**src/rtl/ldarb_pkg.sv**
```systemverilog
package ldarb_pkg;
    typedef enum logic {
        ST_FLOW = 1'b0,
        ST_HELD = 1'b1
    } arb_state_e;
endpackage

```
**src/rtl/ldarb_clash.sv**
```systemverilog
module ldarb_clash #(
    parameter int AW      = 32,
    parameter int LINE_LG = 6,
    parameter int SET_LG  = 6,
    parameter int WORD_LG = 2
) (
    input  logic [AW-1:0] addr_a,
    input  logic [AW-1:0] addr_b,
    output logic          clash
);
    localparam int SET_HI = LINE_LG + SET_LG - 1;

    logic line_differs, set_matches, bank_matches;
    logic unused_lo;

    assign line_differs = addr_a[AW-1:LINE_LG] != addr_b[AW-1:LINE_LG];
    assign set_matches  = addr_a[SET_HI:LINE_LG] == addr_b[SET_HI:LINE_LG];
    assign bank_matches = addr_a[LINE_LG-1:WORD_LG] == addr_b[LINE_LG-1:WORD_LG];
    assign clash        = line_differs && set_matches && bank_matches;
    assign unused_lo    = ^{addr_a[WORD_LG-1:0], addr_b[WORD_LG-1:0]};
endmodule

```
**src/rtl/ldarb_stall_ctr.sv**
```systemverilog
module ldarb_stall_ctr #(
    parameter int CNT_W = 32
) (
    input  logic             clk,
    input  logic             rst,
    input  logic             bump,
    output logic [CNT_W-1:0] count
);
    localparam logic [CNT_W-1:0] CNT_MAX = '1;

    always_ff @(posedge clk) begin
        if (rst) begin
            count <= '0;
        end else if (bump && count != CNT_MAX) begin
            count <= count + 1'b1;
        end
    end
endmodule

```
**src/rtl/ldarb_dual_issue.sv**
```systemverilog
module ldarb_dual_issue
    import ldarb_pkg::*;
#(
    parameter int AW      = 32,
    parameter int LINE_LG = 6,
    parameter int SET_LG  = 6,
    parameter int WORD_LG = 2,
    parameter int CNT_W   = 32
) (
    input  logic             clk,
    input  logic             rst,
    input  logic             in0_valid,
    input  logic [AW-1:0]    in0_addr,
    output logic             in0_ready,
    input  logic             in1_valid,
    input  logic [AW-1:0]    in1_addr,
    output logic             in1_ready,
    output logic             out0_valid,
    output logic [AW-1:0]    out0_addr,
    output logic             out1_valid,
    output logic [AW-1:0]    out1_addr,
    output logic [CNT_W-1:0] stall_count
);
    arb_state_e    state_q, state_d;
    logic [AW-1:0] held_q, held_d;
    logic          clash_new, clash_held, stall_inc;

    // Fresh pair: slot 0 against slot 1.
    ldarb_clash #(.AW(AW), .LINE_LG(LINE_LG), .SET_LG(SET_LG), .WORD_LG(WORD_LG)) u_clash_new (
        .addr_a (in0_addr),
        .addr_b (in1_addr),
        .clash  (clash_new)
    );

    // Parked load against the new slot 0 arrival.
    ldarb_clash #(.AW(AW), .LINE_LG(LINE_LG), .SET_LG(SET_LG), .WORD_LG(WORD_LG)) u_clash_held (
        .addr_a (held_q),
        .addr_b (in0_addr),
        .clash  (clash_held)
    );

    always_ff @(posedge clk) begin
        if (rst) begin
            state_q <= ST_FLOW;
            held_q  <= '0;
        end else begin
            state_q <= state_d;
            held_q  <= held_d;
        end
    end

    always_comb begin
        state_d    = state_q;
        held_d     = held_q;
        in0_ready  = 1'b0;
        in1_ready  = 1'b0;
        out0_valid = 1'b0;
        out0_addr  = '0;
        out1_valid = 1'b0;
        out1_addr  = '0;
        stall_inc  = 1'b0;
        if (!rst) begin
            unique case (state_q)
                ST_FLOW: begin
                    in0_ready = 1'b1;
                    in1_ready = 1'b1;
                    if (in0_valid) begin
                        out0_valid = 1'b1;
                        out0_addr  = in0_addr;
                        if (in1_valid && clash_new) begin
                            held_d    = in1_addr;   // SPLIT
                            state_d   = ST_HELD;
                            stall_inc = 1'b1;
                        end else if (in1_valid) begin
                            out1_valid = 1'b1;
                            out1_addr  = in1_addr;
                        end
                    end else if (in1_valid) begin
                        out0_valid = 1'b1;
                        out0_addr  = in1_addr;
                    end
                end
                ST_HELD: begin
                    out0_valid = 1'b1;                  // DRAIN
                    out0_addr  = held_q;
                    state_d    = ST_FLOW;
                    if (in0_valid && clash_held) begin
                        stall_inc = 1'b1;
                    end else begin
                        in0_ready = 1'b1;
                        if (in0_valid) begin
                            out1_valid = 1'b1;
                            out1_addr  = in0_addr;
                        end
                    end
                end
                default: state_d = ST_FLOW;
            endcase
        end
    end

    ldarb_stall_ctr #(.CNT_W(CNT_W)) u_stall_ctr (
        .clk   (clk),
        .rst   (rst),
        .bump  (stall_inc),
        .count (stall_count)
    );
endmodule

```
**config.mk**
```make
export PLATFORM = sky130hd
export DESIGN_NAME = ldarb_dual_issue
export DESIGN_NICKNAME = d
export VERILOG_FILES = /design/src/rtl/ldarb_pkg.sv /design/src/rtl/ldarb_clash.sv /design/src/rtl/ldarb_stall_ctr.sv /design/src/rtl/ldarb_dual_issue.sv
export SDC_FILE = /design/constraint.sdc
export NUM_CORES = 1
export LEC_CHECK = 0
export BUFFER_PORTS_ARGS = -buffer_cell sky130_fd_sc_hd__clkbuf_2
export CORE_MARGIN = 4
export CORE_UTILIZATION = 25
export CTS_BUF_LIST = sky130_fd_sc_hd__clkbuf_4
export CTS_CLUSTER_SIZE = 40
export DETAILED_ROUTE_END_ITERATION = 7
export PLACE_DENSITY_LB_ADDON = 0.05
export SETUP_SLACK_MARGIN = 0.4
export SLEW_MARGIN = 10
export SYNTH_ARGS = -nofsm -noshare
export SYNTH_HDL_FRONTEND = slang
export SYNTH_SLANG_ARGS = --single-unit
```
**constraint.sdc**
```tcl
create_clock -name clk -period 4 [get_ports clk]
set_input_delay 0.8 -clock clk [delete_from_list [all_inputs] [get_ports clk]]
set_output_delay 0.8 -clock clk [all_outputs]
set_load 0.01 [all_outputs]
```
# Word level (Yosys, flattened, before mapping)
# Index checks and enable logic that the tools add are counted.
dict set report totals {
  inputBits 68
  out_inout_bits 100
  mem_bits_rw 0
  register_bits 65
  latchBits 0
  mem_count 0
  romBits 0
}
dict set report op_classes {
  mux 31
  reduce_logical 8
  bitwise 1
  order_cmp 0
  n_div 0
  addsub 1
  shift 0
  mul 0
  n_eq_ne 7
}
# operator n
set op_table {}
lappend op_table {{32-bit 2-to-1 mux} 8}
lappend op_table {{32-bit one-hot mux with 2 select lines} 2}
lappend op_table {{26-bit != test} 2}
lappend op_table {{32-bit by 1-bit adder with 32-bit output, second input constant} 1}
lappend op_table {{32-bit != test, second input constant} 1}
lappend op_table {{1-bit 2-to-1 mux} 16}
lappend op_table {{6-bit equality test} 2}
lappend op_table {{1-bit one-hot mux with 2 select lines} 5}
lappend op_table {{4-bit equality test} 2}
lappend op_table {{1-bit logical AND} 7}
lappend op_table {{3-bit AND reduction} 1}
lappend op_table {{1-bit NOT} 1}

# Longest topological paths before layout
dict set report logic_depth {
  word_depth 9
  depth_mapped 11
  depth_no_buf 7
}

# Modules after synthesis
# From an unflattened synthesis, not the netlist that was laid out.
dict set report hier_totals {
  cells_unflattened 662
  hier_area_um2 5561.6
}
# module area_per_inst_um2 seq_area_each_um2 cells_each instances
set modules_own_cells {}
lappend modules_own_cells {ldarb_dual_issue 3214.3 660.6 383 1}
lappend modules_own_cells {ldarb_stall_ctr 1674.1 640.6 199 1}
lappend modules_own_cells {ldarb_clash 336.6 0.0 40 2}

# Worst setup path before layout
# OpenSTA, ideal clock, no wires.
dict set report synth_timing {
  path_kind {input port to output port}
  from {input port in0_addr[9]}
  to {output port out1_addr[10]}
  path_buffers 1
  cell_stages 8
  arrival_ns 2.189
  setup_slack_ns 1.011
  cell_sequence {xnor2_1 nand4_1 nor4_1 o21ai_0 a22o_1 nand3b_1 clkbuf_1 nor2_1}
}
dict set report synth_between {
  elab_chain_cells 8
  elab_cells_between_ends 15
}
# item line_no
set synth_rtl {}
lappend synth_rtl {{start: declaration} ldarb_dual_issue.sv:13} ;# input logic [AW-1:0] in0_addr,
lappend synth_rtl {{26-bit != test or 6-bit equality test (tied branches)} {ldarb_clash.sv:16, ldarb_clash.sv:17}}
lappend synth_rtl {{1-bit logical AND (2 in a row)} ldarb_clash.sv:19} ;# assign clash = line_differs && set_matches && bank_matches;
lappend synth_rtl {{1-bit logical AND} ldarb_dual_issue.sv:70} ;# if (in1_valid && clash_new) begin
lappend synth_rtl {{32-bit 2-to-1 mux} ldarb_dual_issue.sv:70}
lappend synth_rtl {{32-bit 2-to-1 mux} ldarb_dual_issue.sv:67} ;# if (in0_valid) begin
lappend synth_rtl {{32-bit one-hot mux with 2 select lines *} ldarb_dual_issue.sv:63} ;# unique case (state_q)
lappend synth_rtl {{32-bit 2-to-1 mux *} ldarb_dual_issue.sv:62} ;# if (!rst) begin
lappend synth_rtl {{end: declaration} ldarb_dual_issue.sv:21} ;# output logic [AW-1:0] out1_addr,
# Mark *: on every way between the ends. The rest lies on a longest branch, timed or not.

# Worst setup path in the final report
dict set report layout_timing {
  from {input port in0_addr[15]}
  to {output port out1_addr[29]}
}
dict set report layout_between {
  elab_chain_cells 8
  elab_cells_between_ends 13
}
# item line_no
set layout_rtl {}
lappend layout_rtl {{26-bit != test} ldarb_clash.sv:16} ;# assign line_differs = addr_a[AW-1:LINE_LG] != addr_b[AW-1:LINE_LG];
lappend layout_rtl {{1-bit logical AND (2 in a row)} ldarb_clash.sv:19}
lappend layout_rtl {{1-bit logical AND} ldarb_dual_issue.sv:70}
lappend layout_rtl {{32-bit 2-to-1 mux} ldarb_dual_issue.sv:70}
lappend layout_rtl {{32-bit 2-to-1 mux} ldarb_dual_issue.sv:67}
lappend layout_rtl {{32-bit one-hot mux with 2 select lines *} ldarb_dual_issue.sv:63}
lappend layout_rtl {{32-bit 2-to-1 mux *} ldarb_dual_issue.sv:62}
# Marks and branches as above.

==> results.tsv <==
metric	value	unit
outcome	finished, final reports clean	
NumNets Final	885	
Max Slew Vio Count	0	
Detailed Place HPWL	12240	µm
die width	147.5	µm
clk_skew	0.02566	ns
Synth warnings	0	
number of port buffers	167	
register area	1305	µm²
RSZ-0062 raised after global routing	no	
Max Freq	286.9	MHz
Data required, critical path	3.20	ns
worst hold slack	0.5040	ns
Worst-Margin Slew	0.7330	ns
first-pass iteration count of the detailed router	4	
largest family of logic cells by synthesized area	simple AND/OR/NAND/NOR gates	
wire length per cell	15.60	µm
fill count	2105	
Psw	0.0004659	W
Pint	0.0008826	W
pre-CTS worst setup slack	0.3773	ns
proportion of layout cells with a drive suffix above 1	25.94	%
CTS tree	yes	
die area	21770	µm²
H-tree Lvls	3	
post-synthesis adder-cell area fraction	0.2571	%
Via density	4.735	
Final Wtd Congestion	0.7703	
Post-synth ARST share	0	%
EDFF count, synth	0	
I/O pin cnt	168	
Relative slew margins	51.00	%
final WL	16880	µm
# clock sinks	65	
syn_area_per_cell	7.158	µm²
Power Total	0.001348	W
core area	18960	µm²
worst-path fanout max	6	
CP arrival	2.69	ns
max incr delay on CP	0.38	ns
Final WS setup	0.5140	ns
antenna-violating nets left	0	
Top delay family on crit path	simple AND/OR/NAND/NOR gates	
sw frac	34.55	%
worst hold-check path type	reg -> reg	
Slowest-stage cell, CP	nor4_2	
Synth Area in Simple Gates	29.07	%
Layout area overhead	25.27	%
Tcrit/Tclk final	87.15	%
buffers and inverters on the worst path	3	
vias in the first global route	4935	
Cell Area, Synth	4867	µm²
cell mode on critical path	clkbuf_2	
crit start category	input port	
die height	147.5	µm
setup TNS	0	ns
Synth Area in Compound Gates	13.08	%
top_reg_cell synth	dfxtp_1	
multiplexer share of the synthesized area	14.76	%
CP Capture Type	output port	
vias	5123	
pin count of the biggest net entering global routing	70	
Skew-Pair Late Insertion Delay	0.45	ns
num rows	50	
minimum clock period	3.486	ns
number of cells produced by synthesis	680	
Netlist cell types	37	
Setup Fix Bufs, Post-CTS	0	
antenna violations before repair	2	
DRC	0	
Reg power frac	48.0	%
Yosys reg bits	65	
worst-path cell chain	clkbuf_2 > xor2_1 > nor4_2 > nand3_1 > o21ai_0 > a22o_1 > nand3b_1 > buf_4 > nor2_1 > clkbuf_2	
starting density of the core	25.68	%
Post-CTS Hold Buffers	0	
first-pass GRT wire length	27120	µm
post-synth net total	749	
Max-Cap Viols	0	
CTS clk-pin slew, worst paths	0.12	ns
Comb power frac	21.4	%
Clk pwr share	30.6	%
Max Root-Sink Buffers	2	
leakage power	2.492	nW
crit path kind	in -> out	
Initial DRC Count	188	
Power Density	221.2	nW/µm²
total grt overflow	0	
number of CTS-inserted buffers	9	
# setup viols final	0	
Total GRT Usage	15.41	%
post-synthesis xor/xnor area fraction	10.98	%
Root Buffer	clkbuf_4	
Fin. Hold Viols	0	
worst vdd ir	0.00008452	V
register area share after synthesis	26.74	%
area taken by multi-input logic gates	3364	µm²
-- kinds of logic (layout without fill, tap and decap cells) --
kind of cell               after synthesis  in the layout
muxes                                   71             71
adders and majority gates                1              1
buffers and inverters                   55            196
other                                    0              1
DFF                                     65             65
and+or+nand+nor                        311            311
AOI/OAI and AO/OA                      116            116
xor gates and xnor gates                61             61
-- registers in the layout (all words and copies together) (netlist names) --
register,cells
held_q,32
state_q,1
u_stall_ctr.count,32
-- per-layer routing --
metal / share of wire, % / GRT usage, % / up-vias / wire [µm]
met2: 44 / 23.81 / 130 / 7482
met1: 47 / 20.79 / 2354 / 7965
li1: - / - / 2620 / -
met3: 7.0 / 4.721 / 17 / 1186
met4: 1.4 / 4.334 / 2 / 233
met5: 0.071 / 0 / - / 12
-- metrics by stage --
step                      utilization [%]  std cells  instance area, µm²
after floorplan                         -        680                4867
after global placement              31.25       1065                5923
after detailed placement            31.25       1065                5923
after CTS                           31.86       1081                6040
after global routing                32.17       1082                6097
final                               32.17       1082                6097
-- Yosys cell counts (2+ instances only) --
master	n	area, µm²
a21oi_1	85	425.4
xor2_1	45	394.1
or3_1	13	81.33
nor4_1	18	112.6
nor2_1	172	645.6
nand4_1	12	75.07
nor3_1	2	10.01
o2111a_1	2	22.52
mux2_2	6	67.56
mux2i_1	65	650.6
nand3_2	2	20.02
o21ai_0	15	75.07
nand3_1	12	60.06
dfxtp_1	65	1301
buf_4	2	15.01
buf_2	4	20.02
nor2b_1	10	62.56
xnor2_1	16	140.1
buf_1	10	37.54
buf_6	4	45.04
clkbuf_1	32	120.1
and3_1	6	37.54
nand2_1	46	172.7
or4_1	12	90.09
o31ai_1	10	75.07
inv_1	3	11.26
-- power groups by stage --
stage	Clock [W]	Sequential [W]	Combinational, W
2_1_floorplan	0	0.000662	0.000148
6_report	0.000413	0.000647	0.000289
5_1_grt	0.000474	0.000647	0.000325
4_1_cts	0.000448	0.000647	0.000288
3_5_place_dp	0	0.000661	0.000286
3_3_place_gp	0	0.000661	0.000284
-- worst min-delay path, cell delays in order, from the launching register on --
cell and delay (ns):
dfxtp_1 0.35, o31ai_1 0.06, a21oi_1 0.06
-- final timing paths --
| kind | startpoint | to | slack, ns | cells after the start |
|---|---|---|---|---|
| hold reg to reg | u_stall_ctr.count[16] | u_stall_ctr.count[16] | 0.50 | 2 |
| setup reg to reg | held_q[10] | u_stall_ctr.count[23] | 1.43 | 9 |
| setup / recovery | in0_addr[15] | out1_addr[29] | 0.51 | 10 |
| hold / removal | u_stall_ctr.count[16] | u_stall_ctr.count[16] | 0.50 | 2 |
-- cell type report --
class	count	area share, %
multi-input combinational	560	55.18
sequential	65	21.40
timing repair buffer	177	16.01
tap	260	5.336
clock buffer	9	1.108
clock inverter	7	0.7388
inverter	3	0.1847
antenna	1	0.04104
-- layout by cell type, fill, tap and decap left out, types with 6 or more instances in the layout --
| master | instances |
|---|---|
| nor4_1 | 12 |
| clkbuf_4 | 9 |
| mux2_2 | 6 |
| nor2b_1 | 10 |
| nand2_1 | 46 |
| clkbuf_2 | 166 |
| nand4_1 | 12 |
| dfxtp_1 | 64 |
| o21ai_0 | 15 |
| o31ai_1 | 10 |
| or3_1 | 13 |
| nand3_1 | 12 |
| a21oi_1 | 85 |
| xnor2_1 | 16 |
| nor2_1 | 172 |
| or4_1 | 12 |
| mux2i_1 | 65 |
| buf_4 | 6 |
| xor2_1 | 45 |
| and3_1 | 6 |
-- what timing repair did --
| item | in CTS | in global routing |
|---|---|---|
| resized for setup | 1 | 9 |
| setup endpoints to repair | 26 | 33 |
| pin swaps | 0 | 1 |
No activity file was read; power rests on OpenSTA's default activity.
